$ cat config.mk
export PLATFORM = sky130hd
export DESIGN_NAME = lift_row_unit
export DESIGN_NICKNAME = d
export VERILOG_FILES = /design/src/rtl/lift_pkg.sv /design/src/rtl/lift_seq.sv /design/src/rtl/lift_pe.sv /design/src/rtl/lift_bank.sv /design/src/rtl/lift_row_unit.sv
export SDC_FILE = /design/constraint.sdc
export NUM_CORES = 1
export LEC_CHECK = 0
export BUFFER_PORTS_ARGS = -buffer_cell sky130_fd_sc_hd__buf_4
export CAP_MARGIN = 20
export CORE_UTILIZATION = 40
export CTS_CLUSTER_SIZE = 14
export DETAILED_ROUTE_END_ITERATION = 12
export GPL_TIMING_DRIVEN = 0
export MAX_ROUTING_LAYER = met4
export PLACE_DENSITY = 0.54
export SLEW_MARGIN = 10
export SYNTH_ARGS = -nofsm -noshare
export SYNTH_HDL_FRONTEND = slang
export SYNTH_HIERARCHICAL = 1
export SYNTH_SLANG_ARGS = --single-unit
$ cat constraint.sdc
create_clock -name clk -period 4.1 [get_ports clk]
set_clock_uncertainty 0.1 [all_clocks]
set_input_delay 0.205 -clock clk [delete_from_list [all_inputs] [get_ports clk]]
set_output_delay 0.205 -clock clk [all_outputs]
set_load 0.01 [all_outputs]
$ cat src/rtl/lift_pkg.sv
`timescale 1ns/1ps
package lift_pkg;

  // Strobes from the sequencer to the datapath, valid in the current cycle.
  typedef struct packed {
    logic step;      // bank and element advance at this edge
    logic fresh;     // first step of a row: treat all stored state as zero
    logic mode;      // 0 predict, 1 update for the operation issued now
    logic feedZero;  // flush step: shift a zero in instead of inData
  } liftCtrl_t;

  typedef enum logic [1:0] {
    SEQ_IDLE,
    SEQ_RUN,
    SEQ_FLUSH
  } seqState_t;

endpackage

$ cat src/rtl/lift_seq.sv
`timescale 1ns/1ps
module lift_seq
  import lift_pkg::*;
#(
  parameter int ROW_LEN = 16
) (
  input  logic      clk,
  input  logic      rst,
  input  logic      inValid,
  output liftCtrl_t ctrl,
  output logic      modeFlag,
  output logic      hiValid,
  output logic      loValid,
  output logic      coefLane
);
  localparam int STEPS_IN  = 2 * ROW_LEN;
  localparam int STEPS_ALL = STEPS_IN + 5;
  localparam int CNT_W     = $clog2(STEPS_ALL + 1);
  localparam int HI_FIRST  = 6;
  localparam int HI_LAST   = STEPS_IN + 3;
  localparam int LO_FIRST  = 8;

  seqState_t         state;
  logic [CNT_W-1:0]  stepCnt;   // steps completed in the current row
  logic [CNT_W-1:0]  nextCnt;
  logic              moved;

  always_comb begin
    ctrl.fresh    = (state == SEQ_IDLE) && inValid;
    ctrl.step     = ctrl.fresh || ((state == SEQ_RUN) && inValid) || (state == SEQ_FLUSH);
    ctrl.mode     = ctrl.fresh ? 1'b0 : stepCnt[1];
    ctrl.feedZero = (state == SEQ_FLUSH);
    nextCnt       = ctrl.fresh ? CNT_W'(1) : stepCnt + CNT_W'(1);
  end

  always_ff @(posedge clk) begin
    if (rst) begin
      state   <= SEQ_IDLE;
      stepCnt <= CNT_W'(STEPS_ALL);
      moved   <= 1'b0;
    end else begin
      moved <= ctrl.step;
      if (ctrl.step) begin
        stepCnt <= nextCnt;
        if (nextCnt == CNT_W'(STEPS_IN))       state <= SEQ_FLUSH;
        else if (nextCnt == CNT_W'(STEPS_ALL)) state <= SEQ_IDLE;
        else if (ctrl.fresh)                   state <= SEQ_RUN;
      end
    end
  end

  assign modeFlag = (state == SEQ_IDLE) ? 1'b0 : stepCnt[1];
  assign hiValid  = moved && stepCnt[1] &&
                    (stepCnt >= CNT_W'(HI_FIRST)) && (stepCnt <= CNT_W'(HI_LAST));
  assign loValid  = moved && !stepCnt[1] &&
                    (stepCnt >= CNT_W'(LO_FIRST)) && (stepCnt <= CNT_W'(STEPS_ALL));
  assign coefLane = stepCnt[0];

endmodule

$ cat src/rtl/lift_pe.sv
`timescale 1ns/1ps
module lift_pe #(
  parameter int W = 10
) (
  input  logic                clk,
  input  logic                rst,
  input  logic                en,
  input  logic                clr,
  input  logic                isUpd,
  input  logic signed [W-1:0] opA,
  input  logic signed [W-1:0] opB,
  input  logic signed [W-1:0] opC,
  output logic signed [W-1:0] result,
  output logic                resUpd
);
  localparam int SW = W + 1;

  logic signed [SW-1:0] stSum;
  logic signed [W-1:0]  stHold;
  logic                 stUpd;
  logic signed [SW-1:0] sumView;
  logic signed [W-1:0]  holdView;
  logic signed [SW-1:0] quarter;
  logic signed [SW-1:0] half;

  // Stage 1: pair sum and the value to be corrected.
  always_ff @(posedge clk) begin
    if (rst) begin
      stSum  <= '0;
      stHold <= '0;
      stUpd  <= 1'b0;
    end else if (en) begin
      stSum  <= $signed({opA[W-1], opA}) + $signed({opB[W-1], opB});
      stHold <= opC;
      stUpd  <= isUpd;
    end
  end

  // Stage 2: wired scaling and correction, written back by the bank.
  always_comb begin
    sumView  = clr ? '0 : stSum;
    holdView = clr ? '0 : stHold;
    quarter  = sumView >>> 2;
    half     = sumView >>> 1;
    result   = stUpd ? (holdView + quarter[W-1:0]) : (holdView - half[W-1:0]);
  end

  assign resUpd = stUpd;

endmodule

$ cat src/rtl/lift_bank.sv
`timescale 1ns/1ps
module lift_bank
  import lift_pkg::*;
#(
  parameter int DATA_W = 8,
  parameter int COEF_W = DATA_W + 2
) (
  input  logic                     clk,
  input  logic                     rst,
  input  liftCtrl_t                ctrl,
  input  logic signed [DATA_W-1:0] inData,
  output logic signed [COEF_W-1:0] hiData,
  output logic signed [COEF_W-1:0] loData
);
  localparam int BANK_N  = 8;
  localparam int HI_SLOT = 3;   // slot 4, counted from 1
  localparam int LO_SLOT = 7;   // slot 8, counted from 1

  logic signed [COEF_W-1:0] bank     [BANK_N];
  logic signed [COEF_W-1:0] view     [BANK_N];
  logic signed [COEF_W-1:0] nextBank [BANK_N];
  logic signed [COEF_W-1:0] sampleIn;
  logic signed [COEF_W-1:0] opA, opB, opC, peRes;
  logic                     peUpd;

  assign sampleIn = ctrl.feedZero ? '0 :
                    {{(COEF_W-DATA_W){inData[DATA_W-1]}}, inData};

  always_comb begin
    for (int k = 0; k < BANK_N; k++) view[k] = ctrl.fresh ? '0 : bank[k];
  end

  // Predict: new even sample + slot 4 even sample, slot 2 odd sample.
  // Update : slot 4 and slot 8 high-pass values, slot 6 even sample.
  assign opA = ctrl.mode ? view[HI_SLOT] : sampleIn;
  assign opB = ctrl.mode ? view[LO_SLOT] : view[HI_SLOT];
  assign opC = ctrl.mode ? view[5]       : view[1];

  lift_pe #(.W(COEF_W)) u_pe (
    .clk    (clk),
    .rst    (rst),
    .en     (ctrl.step),
    .clr    (ctrl.fresh),
    .isUpd  (ctrl.mode),
    .opA    (opA),
    .opB    (opB),
    .opC    (opC),
    .result (peRes),
    .resUpd (peUpd)
  );

  generate
    for (genvar k = 0; k < BANK_N; k++) begin : g_slot
      if (k == 0) begin : g_head
        assign nextBank[k] = sampleIn;
      end else if (k == HI_SLOT) begin : g_hi
        assign nextBank[k] = peUpd ? view[k-1] : peRes;
      end else if (k == LO_SLOT) begin : g_lo
        assign nextBank[k] = peUpd ? peRes : view[k-1];
      end else begin : g_plain
        assign nextBank[k] = view[k-1];
      end
    end
  endgenerate

  always_ff @(posedge clk) begin
    if (rst) begin
      for (int k = 0; k < BANK_N; k++) bank[k] <= '0;
    end else if (ctrl.step) begin
      for (int k = 0; k < BANK_N; k++) bank[k] <= nextBank[k];
    end
  end

  assign hiData = bank[HI_SLOT];
  assign loData = bank[LO_SLOT];

endmodule

$ cat src/rtl/lift_row_unit.sv
`timescale 1ns/1ps
module lift_row_unit
  import lift_pkg::*;
#(
  parameter int DATA_W  = 8,
  parameter int ROW_LEN = 16,
  parameter int COEF_W  = DATA_W + 2
) (
  input  logic                     clk,
  input  logic                     rst,
  input  logic                     inValid,
  input  logic signed [DATA_W-1:0] inData,
  output logic                     modeFlag,
  output logic                     hiValid,
  output logic signed [COEF_W-1:0] hiData,
  output logic                     loValid,
  output logic signed [COEF_W-1:0] loData,
  output logic                     coefLane
);
  liftCtrl_t ctrl;
  logic      stepStrobe;

  lift_seq #(.ROW_LEN(ROW_LEN)) u_seq (
    .clk      (clk),
    .rst      (rst),
    .inValid  (inValid),
    .ctrl     (ctrl),
    .modeFlag (modeFlag),
    .hiValid  (hiValid),
    .loValid  (loValid),
    .coefLane (coefLane)
  );

  lift_bank #(.DATA_W(DATA_W), .COEF_W(COEF_W)) u_bank (
    .clk    (clk),
    .rst    (rst),
    .ctrl   (ctrl),
    .inData (inData),
    .hiData (hiData),
    .loData (loData)
  );

  assign stepStrobe = ctrl.step;

endmodule

; ---- After elaboration in Yosys (flattened, before gate mapping)
; Memory sizes are Yosys's and may differ from the RTL's.
; Cells that the tools add are included.
; W data, S select, Z words.
[word_totals]
n_memories = 1
input_bits = 11
reg_bits = 31
ramBits = 80
wordCells = 77
out_inout_bits = 24
[classes]
n_bitwise = 8
muxes = 36
reduce_logical = 14
eq_ne = 4
order_cmp = 4
addsub = 4
[mem_list]
columns = name, words, word_bits, read_ports, rd_clocked_by_memory_dff, wr, line
row1 = u_bank.bank, 8, 10, 8, 0, 8, lift_bank.sv:19  ; logic signed [COEF_W-1:0] bank [BANK_N];
[ops]
columns = op, count
row1 = $mux W10, 24
row2 = $eq A6 B6 Y1 const B, 2
row3 = $le A6 B6 Y1 const B, 2
row4 = $add A10 B10 Y11, 1
row5 = $mux W11, 1
row6 = $add A10 B10 Y10, 1
row7 = $sub A10 B10 Y10, 1
row8 = $logic_and A1 B1 Y1, 8
row9 = $or A1 B1 Y1, 8
row10 = $mux W1, 7
row11 = $add A6 B1 Y6 const B, 1
row12 = $ge A6 B3 Y1 const B, 1
row13 = $ge A6 B4 Y1 const B, 1
row14 = $mux W2, 3
row15 = $mux W6, 1
row16 = $reduce_bool A3 Y1, 1
row17 = $eq A2 B1 Y1 const B, 1
row18 = $eq A2 B2 Y1 const B, 1
row19 = $logic_not A2 Y1, 1
row20 = $logic_or A1 B1 Y1, 2
row21 = $reduce_and A2 Y1, 1
row22 = $logic_not A1 Y1, 1

; ---- Logic depth before layout (Yosys ltp)
; Gate-level depths: netlist of the first run.
[logic_depth]
ltp_word = 8
depth_mapped = 18
depth_no_buf = 17

; ---- By module
; The synthesis of the first run kept the hierarchy.
[by_module_without_submodules]
columns = module, area_each_um2, seq_area_each_um2, cells_per_inst, n_inst
row1 = lift_bank, 3579.7, 2222.1, 288, 1
row2 = lift_pe, 1961.9, 420.4, 245, 1
row3 = lift_seq, 638.1, 180.2, 80, 1

; ---- Worst setup path after synthesis of the first run
; OpenSTA, ideal clock, no wires.
[synth_path]
path_kind = register -> register
start = reg u_seq.state[1]
end = mem u_bank/bank[0][77] (netlist bit) (data pin)
stages_incl_launch_ff = 16
slack_ns = 0.742
required_ns = 3.730
path_buffers = 1
arrival_ns = 2.988
period_less_slack_ns = 3.358
setup_time_ns = 0.270
path_cell_list = dfxtp_1 -> nor2b_2 -> nor2b_1 -> buf_2 -> inv_1 -> nand2_1 -> ha_1 -> mux2_2 -> ha_1 -> a211oi_1 -> nor2_1 -> o21a_1 -> o41a_1 -> xor2_1 -> nand2_1 -> a21oi_1
[synth_rtl]
columns = item, line
row1 = from (decl), lift_seq.sv:23  ; seqState_t state;
row2 = from (signal assigned), lift_seq.sv:38  ; state <= SEQ_IDLE;
row3 = from (signal assigned), lift_seq.sv:45  ; if (nextCnt == CNT_W'(STEPS_IN)) state <= SEQ_FLUSH;
row4 = from (signal assigned), lift_seq.sv:46  ; else if (nextCnt == CNT_W'(STEPS_ALL)) state <= SEQ_IDLE;
row5 = to (decl), lift_bank.sv:19

==> results of run 1 <==
## power groups by stage
stage / clock network [µW] / registers (µW) / logic, µW
2_1_floorplan: 0 / 1340 / 742
3_3_place_gp: 0 / 1380 / 1020
3_5_place_dp: 0 / 1380 / 1040
4_1_cts: 918 / 1360 / 1050
5_1_grt: 954 / 1370 / 1160
6_report: 899 / 1360 / 1050
## flip-flops by register name, summed over array words and instances (netlist names)
register / flops
u_bank/u_pe/stHold: 10
u_bank/u_pe/stSum: 10
u_seq/moved: 1
u_seq/stepCnt: 6
u_bank/u_pe/resUpd: 1
u_seq/state: 2
u_bank/bank: 74
## cell usage after synthesis, types with 7 or more instances
| cell | count | area share |
|---|---|---|
| nand2b_1 | 23 | 0.023 |
| nand3_1 | 7 | 0.0057 |
| buf_4 | 22 | 0.027 |
| nor3_1 | 11 | 0.0089 |
| nand2_1 | 26 | 0.016 |
| edfxtp_1 | 74 | 0.36 |
| and2_1 | 48 | 0.049 |
| nor2b_1 | 17 | 0.017 |
| buf_2 | 13 | 0.011 |
| nor2_1 | 75 | 0.046 |
| a21o_1 | 9 | 0.011 |
| o2bb2ai_1 | 7 | 0.0099 |
| nand3b_1 | 11 | 0.013 |
| xnor2_1 | 8 | 0.011 |
| ha_1 | 23 | 0.047 |
| dfxtp_1 | 30 | 0.097 |
| inv_1 | 11 | 0.0067 |
| clkbuf_1 | 10 | 0.0061 |
| mux2i_1 | 34 | 0.055 |
| o21ai_0 | 9 | 0.0073 |
| or3b_1 | 10 | 0.014 |
| xor2_1 | 8 | 0.011 |
| a21oi_1 | 41 | 0.033 |
## routing by layer
layer / track usage / wire length (µm)
met1: 0.288 / 7530
met4: 0.0758 / 249
met5: - / 0
met2: 0.340 / 7600
met3: 0.0325 / 600
## worst max-delay path by stage
stage                               to  cells past startpoint  slack (ps)           start
finish              u_bank/bank[0][79]                     18         360  u_seq/state[1]
global route        u_bank/bank[0][37]                     17          50  u_seq/state[1]
CTS                 u_bank/bank[0][39]                     17          50  u_seq/state[1]
detailed placement  u_bank/bank[0][79]                     17          90  u_seq/state[1]
global placement    u_bank/bank[0][39]                     17         150  u_seq/state[1]
floorplan           u_bank/bank[0][77]                     15         740  u_seq/state[1]
## stage by stage
| step | hold slack [ps] | power (µW) | instances | setup slack [ps] |
|---|---|---|---|---|
| final | 133 | 3300 | 852 | 360 |
| after CTS | 127 | 3320 | 852 | 54.7 |
| after floorplan | 337 | 2080 | 613 | 742 |
| after detailed placement | 378 | 2420 | 836 | 88.0 |
| after global routing | 157 | 3490 | 852 | 47.1 |
| after global placement | 365 | 2400 | 835 | 150 |
## cell families after synthesis
group / Yosys count / synth area share
multiplexers: 35 / 0.0569
AO/OA/AOI/OAI: 112 / 0.120
AND/OR/NAND/NOR: 258 / 0.232
buffers and inverters: 63 / 0.0581
adder cells (fa/ha/maj): 25 / 0.0530
flip-flops: 104 / 0.457
XOR/XNOR: 16 / 0.0227
## tightest hold or removal path, cell delays in order
cell and delay, ps:
buf_4 80, nand2b_1 90, nor2_1 110
## area by class of cell
type	instances	share of cell area
sequential	104	0.403
multi-input combinational	446	0.429
inverter	12	0.00642
timing repair buffer	35	0.0393
tap	188	0.0335
clock inverter	6	0.0105
clock buffer	10	0.0327
buffer	51	0.0459
==> impl_metrics.py, run 1 <==
metrics = {
    "setup_path": {
        "cp_max_fo": 16,
        "end_kind": "flop",
        "cp_top_family": "simple AND/OR/NAND/NOR gates",
        "arrival_ps": 3840,
        "crit_type": "reg2reg",
        "r2r_cells": 18,
        "critPathMaxStageDelay_ps": 350,
        "start_kind": "flop",
        "path_common_cell": "a21oi_1",
        "r2r_setup_slack_ps": 360,
        "cp.buffers_inverters": 2,
        "crit_slowest_cell": "dfxtp_1",
        "crit_chain": "nor2b_2, nor2b_1, buf_6, inv_1, nand2_1, ha_2, nand2_1, nor4_1, nor3_1, a21oi_1, ha_1, and2_1, o2111a_1, a21oi_1, a21oi_1, xor2_1, nand2_1, a21oi_1",
        "timing.rr.start": "u_seq/state[1]",
        "reg2reg_to": "u_bank/bank[0][79]",
        "cp.required_ps": 4200,
    },
    "power": {
        "combPwrFrac": 0.318,
        "power_switching_uw": 1110,
        "p_clk_frac": 0.272,
        "internal_power_uw": 2190,
        "p_seq_frac": 0.410,
        "swShare": 0.337,
        "power_density_mw_per_mm2": 471,
        "total_leakage_power_uw": 0.00290,
        "vdd_drop_max_v": 0.000227,
    },
    "clock_tree": {
        "cts_setup_buffers": 0,
        "clockRootBuffer": "clkbuf_16",
        "clockBufferDepth": 2,
        "cts_buffers": 9,
        "clk_pin_slew_ps": 70,
        "cts.sinks": 104,
        "cts_tree": "yes",
        "cts_hold_buffers": 0,
        "cts-resized-gates": 0,
        "clock_latency_ps": 360,
        "htree_num_levels": 3,
    },
    "routing": {
        "vias": 4565,
        "drt_pass1_iterations": 6,
        "vias_per_cell": 5.36,
        "wl_per_cell_um": 18.8,
        "drt_iter0_markers": 194,
        "drc_errors": 0,
        "wirelength_mm": 16.0,
        "ant_nets": 0,
    },
    "placement": {
        "io_buffers": 34,
        "placed_area_mm2": 0.00669,
        "hpwlAfterDp_mm": 11.8,
        "place_congestion": 0.870,
    },
    "floorplan": {
        "row_count": 45,
        "die_x_um": 126,
        "core_area_mm2": 0.0151,
        "die_area_mm2": 0.0160,
        "fp.dieH_um": 126,
        "pin_count": 35,
        "initial_utilization": 0.408,
    },
    "grt": {
        "grt.total_usage": 0.217,
        "grt_max_degree": 42,
        "antenna_found_initial": 0,
        "grt_pass1_vias": 4427,
        "grt-ovfl-total": 0,
        "grt_pass1_wl_mm": 25.0,
    },
    "yosys": {
        "ys_types": 70,
        "postSynthCellCount": 613,
        "ys.flop_type": "edfxtp_1",
        "synth_area_mm2": 0.00618,
        "synth-async-reset-ratio": 0,
        "syn_nets": 649,
        "synth_seq_cells": 104,
        "syn_area_per_cell_um2": 10.1,
        "synth_edf_count": 74,
        "ys_warn_count": 6,
        "ys_seq_area_frac": 0.457,
    },
    "sta": {
        "fin_crit_ps": 3740,
        "tns_ps": 0,
        "rsz0062_at_grt": "no",
        "post-route-period-util": 0.912,
        "max_slew.worst_pin.slew_ps": 797,
        "slew_headroom": 0.467,
        "slew_viol_final": 0,
        "setup_violations": 0,
        "finalHoldViolCount": 0,
        "clock.fmax_mhz": 267,
    },
    "finish": {
        "stdcell_area_mm2": 0.00701,
        "post-route-util": 0.463,
        "fill_cells": 1468,
        "nets": 695,
        "drive_gt1_frac": 0.172,
        "multi_input_area_mm2": 0.00301,
        "regArea_mm2": 0.00282,
        "final_common_cell": "nor2_1",
        "area_growth_pct": 13.5,
        "diodes": 0,
        "final_cell_mix": "75 x nor2_1, 74 x edfxtp_1, 56 x buf_4",
    },
    "worst_hold_path": {
        "whs_path_depth": 3,
        "hold_path.class": "in2reg",
        "hp-start": "inData[0]",
        "holdPathEnd": "u_bank/bank[0][0]",
    },
    "run_status": {
        "status": "finished, final reports clean",
    },
    "flow_run": {
        "maxCapViolCount": 0,
    },
}
Power figures use the tool's default switching activity.
==> inputs of run 2 (changes only) <==
CORE_ASPECT_RATIO = 0.5   (was not set)
RECOVER_POWER = 50   (was not set)
==> run 2 against run 1 <==
  * Combinational power barely moved
  * Global-route usage fell by 1.2 points
  * Routed wire length fell by 3.9%
  * Critical endpoint unchanged
  * Non-clock buffer count rose by 4
  * Cell count rose by 1.8%
  * First-iteration DRC count rose by 41%
  * Via count fell by 2.5%
  * Worst setup slack improved by 7.2 ps
  * Die area rose by 0.19%
  * Register-to-register slack barely moved
  * Fmax rose by 0.19%
==> impl_metrics.py, run 2 (synthesis gave the netlist of run 1 again) <==
metrics = {
    "sta": {
        "rsz0062_at_grt": "no",
        "fin_crit_ps": 3730,
        "slew_viol_final": 0,
        "slew_headroom": 0.310,
        "setup_violations": 0,
        "finalHoldViolCount": 0,
        "clock.fmax_mhz": 268,
        "post-route-period-util": 0.910,
        "max_slew.worst_pin.slew_ps": 1030,
    },
    "routing": {
        "drt_iter0_markers": 274,
        "vias_per_cell": 5.14,
        "drc_errors": 0,
        "wl_per_cell_um": 17.7,
        "vias": 4453,
        "ant_nets": 0,
        "wirelength_mm": 15.4,
        "drt_pass1_iterations": 4,
    },
    "floorplan": {
        "fp.dieH_um": 89.9,
        "die_area_mm2": 0.0160,
        "initial_utilization": 0.418,
        "core_area_mm2": 0.0148,
        "die_x_um": 178,
        "pin_count": 35,
        "row_count": 31,
    },
    "setup_path": {
        "cp_max_fo": 10,
        "start_kind": "flop",
        "end_kind": "flop",
        "crit_type": "reg2reg",
        "arrival_ps": 3830,
        "cp.required_ps": 4190,
    },
    "clock_tree": {
        "clk_pin_slew_ps": 80,
        "htree_num_levels": 3,
        "clockBufferDepth": 2,
        "cts.sinks": 104,
        "clock_latency_ps": 350,
        "cts_buffers": 9,
        "clockRootBuffer": "clkbuf_16",
        "cts_tree": "yes",
    },
    "run_status": {
        "status": "finished, final reports clean",
    },
    "flow_run": {
        "maxCapViolCount": 0,
    },
    "finish": {
        "drive_gt1_frac": 0.154,
        "reg.largest.list": "u_bank/bank x74, u_bank/u_pe/stHold x10, u_bank/u_pe/stSum x10",
        "nets": 699,
        "top_register": "u_bank/bank",
        "final_common_cell": "nor2_1",
        "final_cell_mix": "77 x nor2_1, 74 x edfxtp_1, 41 x a21oi_1",
        "fin_cells": 867,
        "area_growth_pct": 13.4,
        "largest_reg_flops": 74,
    },
    "placement": {
        "io_buffers": 34,
        "dp_cells": 846,
        "place_congestion": 0.841,
        "hpwlAfterDp_mm": 11.9,
    },
    "grt": {
        "grt.total_usage": 0.205,
        "grt-ovfl-total": 0,
        "grt_pass1_vias": 4077,
        "grt_pass1_wl_mm": 23.6,
        "antenna_found_initial": 0,
        "grt_max_degree": 55,
    },
    "power": {
        "total_leakage_power_uw": 0.00286,
        "power_density_mw_per_mm2": 465,
        "vdd_drop_max_v": 0.000202,
        "total_power_uw": 3260,
    },
    "worst_hold_path": {
        "hold_path.class": "in2reg",
    },
}
-- run 2: cell count changes in the layout (fill, tap and decap cells not counted), moves of 3 or more --
cell / before / now
clkbuf_4: 0 / 21
clkbuf_1: 10 / 18
and2_0: 0 / 15
inv_8: 0 / 4
inv_6: 4 / 1
and2_1: 48 / 33
buf_4: 56 / 35
-- run 2: cell type report --
| type | count | area, µm² |
|---|---|---|
| Fill cell | 1381 | 7770 |
| Multi-Input combinational cell | 446 | 2990 |
| Sequential cell | 104 | 2820 |
| Buffer | 51 | 309 |
| Timing Repair Buffer | 39 | 298 |
| Tap cell | 198 | 248 |
| Clock buffer | 9 | 225 |
| Clock inverter | 7 | 70.1 |
| Inverter | 12 | 45.0 |
| Antenna cell | 1 | 2.50 |
-- run 2: path summary, 6_finish.rpt --
path,endpoint,from,slack (ps),cells past startpoint
setup / recovery,u_bank/bank[0][79],u_seq/state[1],370,18
hold / removal,u_seq/state[0],inValid,150,3
setup reg to reg,u_bank/bank[0][79],u_seq/state[1],370,18
hold reg to reg,u_bank/u_pe/stHold[5],u_bank/u_pe/stHold[5],390,2
-- run 2: worst max-delay path: stages (launching register included) --
cell and delay, ps:
dfxtp_1 360, nor2b_2 180, nor2b_1 180, buf_6 180, inv_1 120, nand2_1 110, ha_1 260, nand2_1 80
nor4_1 190, nor3_1 90, a21oi_1 220, ha_1 320, and2_1 170, o2111a_1 220, a21oi_1 120, a21oi_1 140
xor2_2 280, nand2_1 90, a21oi_1 160
-- run 2: metal layers --
metal  GRT usage  vias up  part of all wire
li1            -     2262                 -
met1       0.321     2116              0.53
met2       0.271       71              0.41
met3      0.0351        4             0.062
met4      0.0385        0            0.0040
met5           -        -                 0
-- run 2: power breakdown --
group / internal [µW] / switching, µW
registers: 1260 / 106
clock network: 433 / 425
logic: 443 / 593
total: 2130 / 1120
-- run 2: repair_timing --
action                                  4_1_cts  5_1_grt
pin swaps                                     0        1
buffers inserted                              0        4
endpoints found under the setup margin        4        9
hold buffers                                  0        0
resized for setup                             1        7
-- run 2: stage by stage --
stage	utilization	hold slack (ps)	TNS (ps)	setup WS, ps	area, µm²
3_5_place_dp	0.454	375	-57.0	-29.1	6710
3_3_place_gp	0.452	367	0	0.114	6680
6_report	0.474	146	0	367	7010
2_1_floorplan	-	337	0	742	6180
5_1_grt	0.474	159	0	85.0	7010
4_1_cts	0.474	153	0	62.3	7010
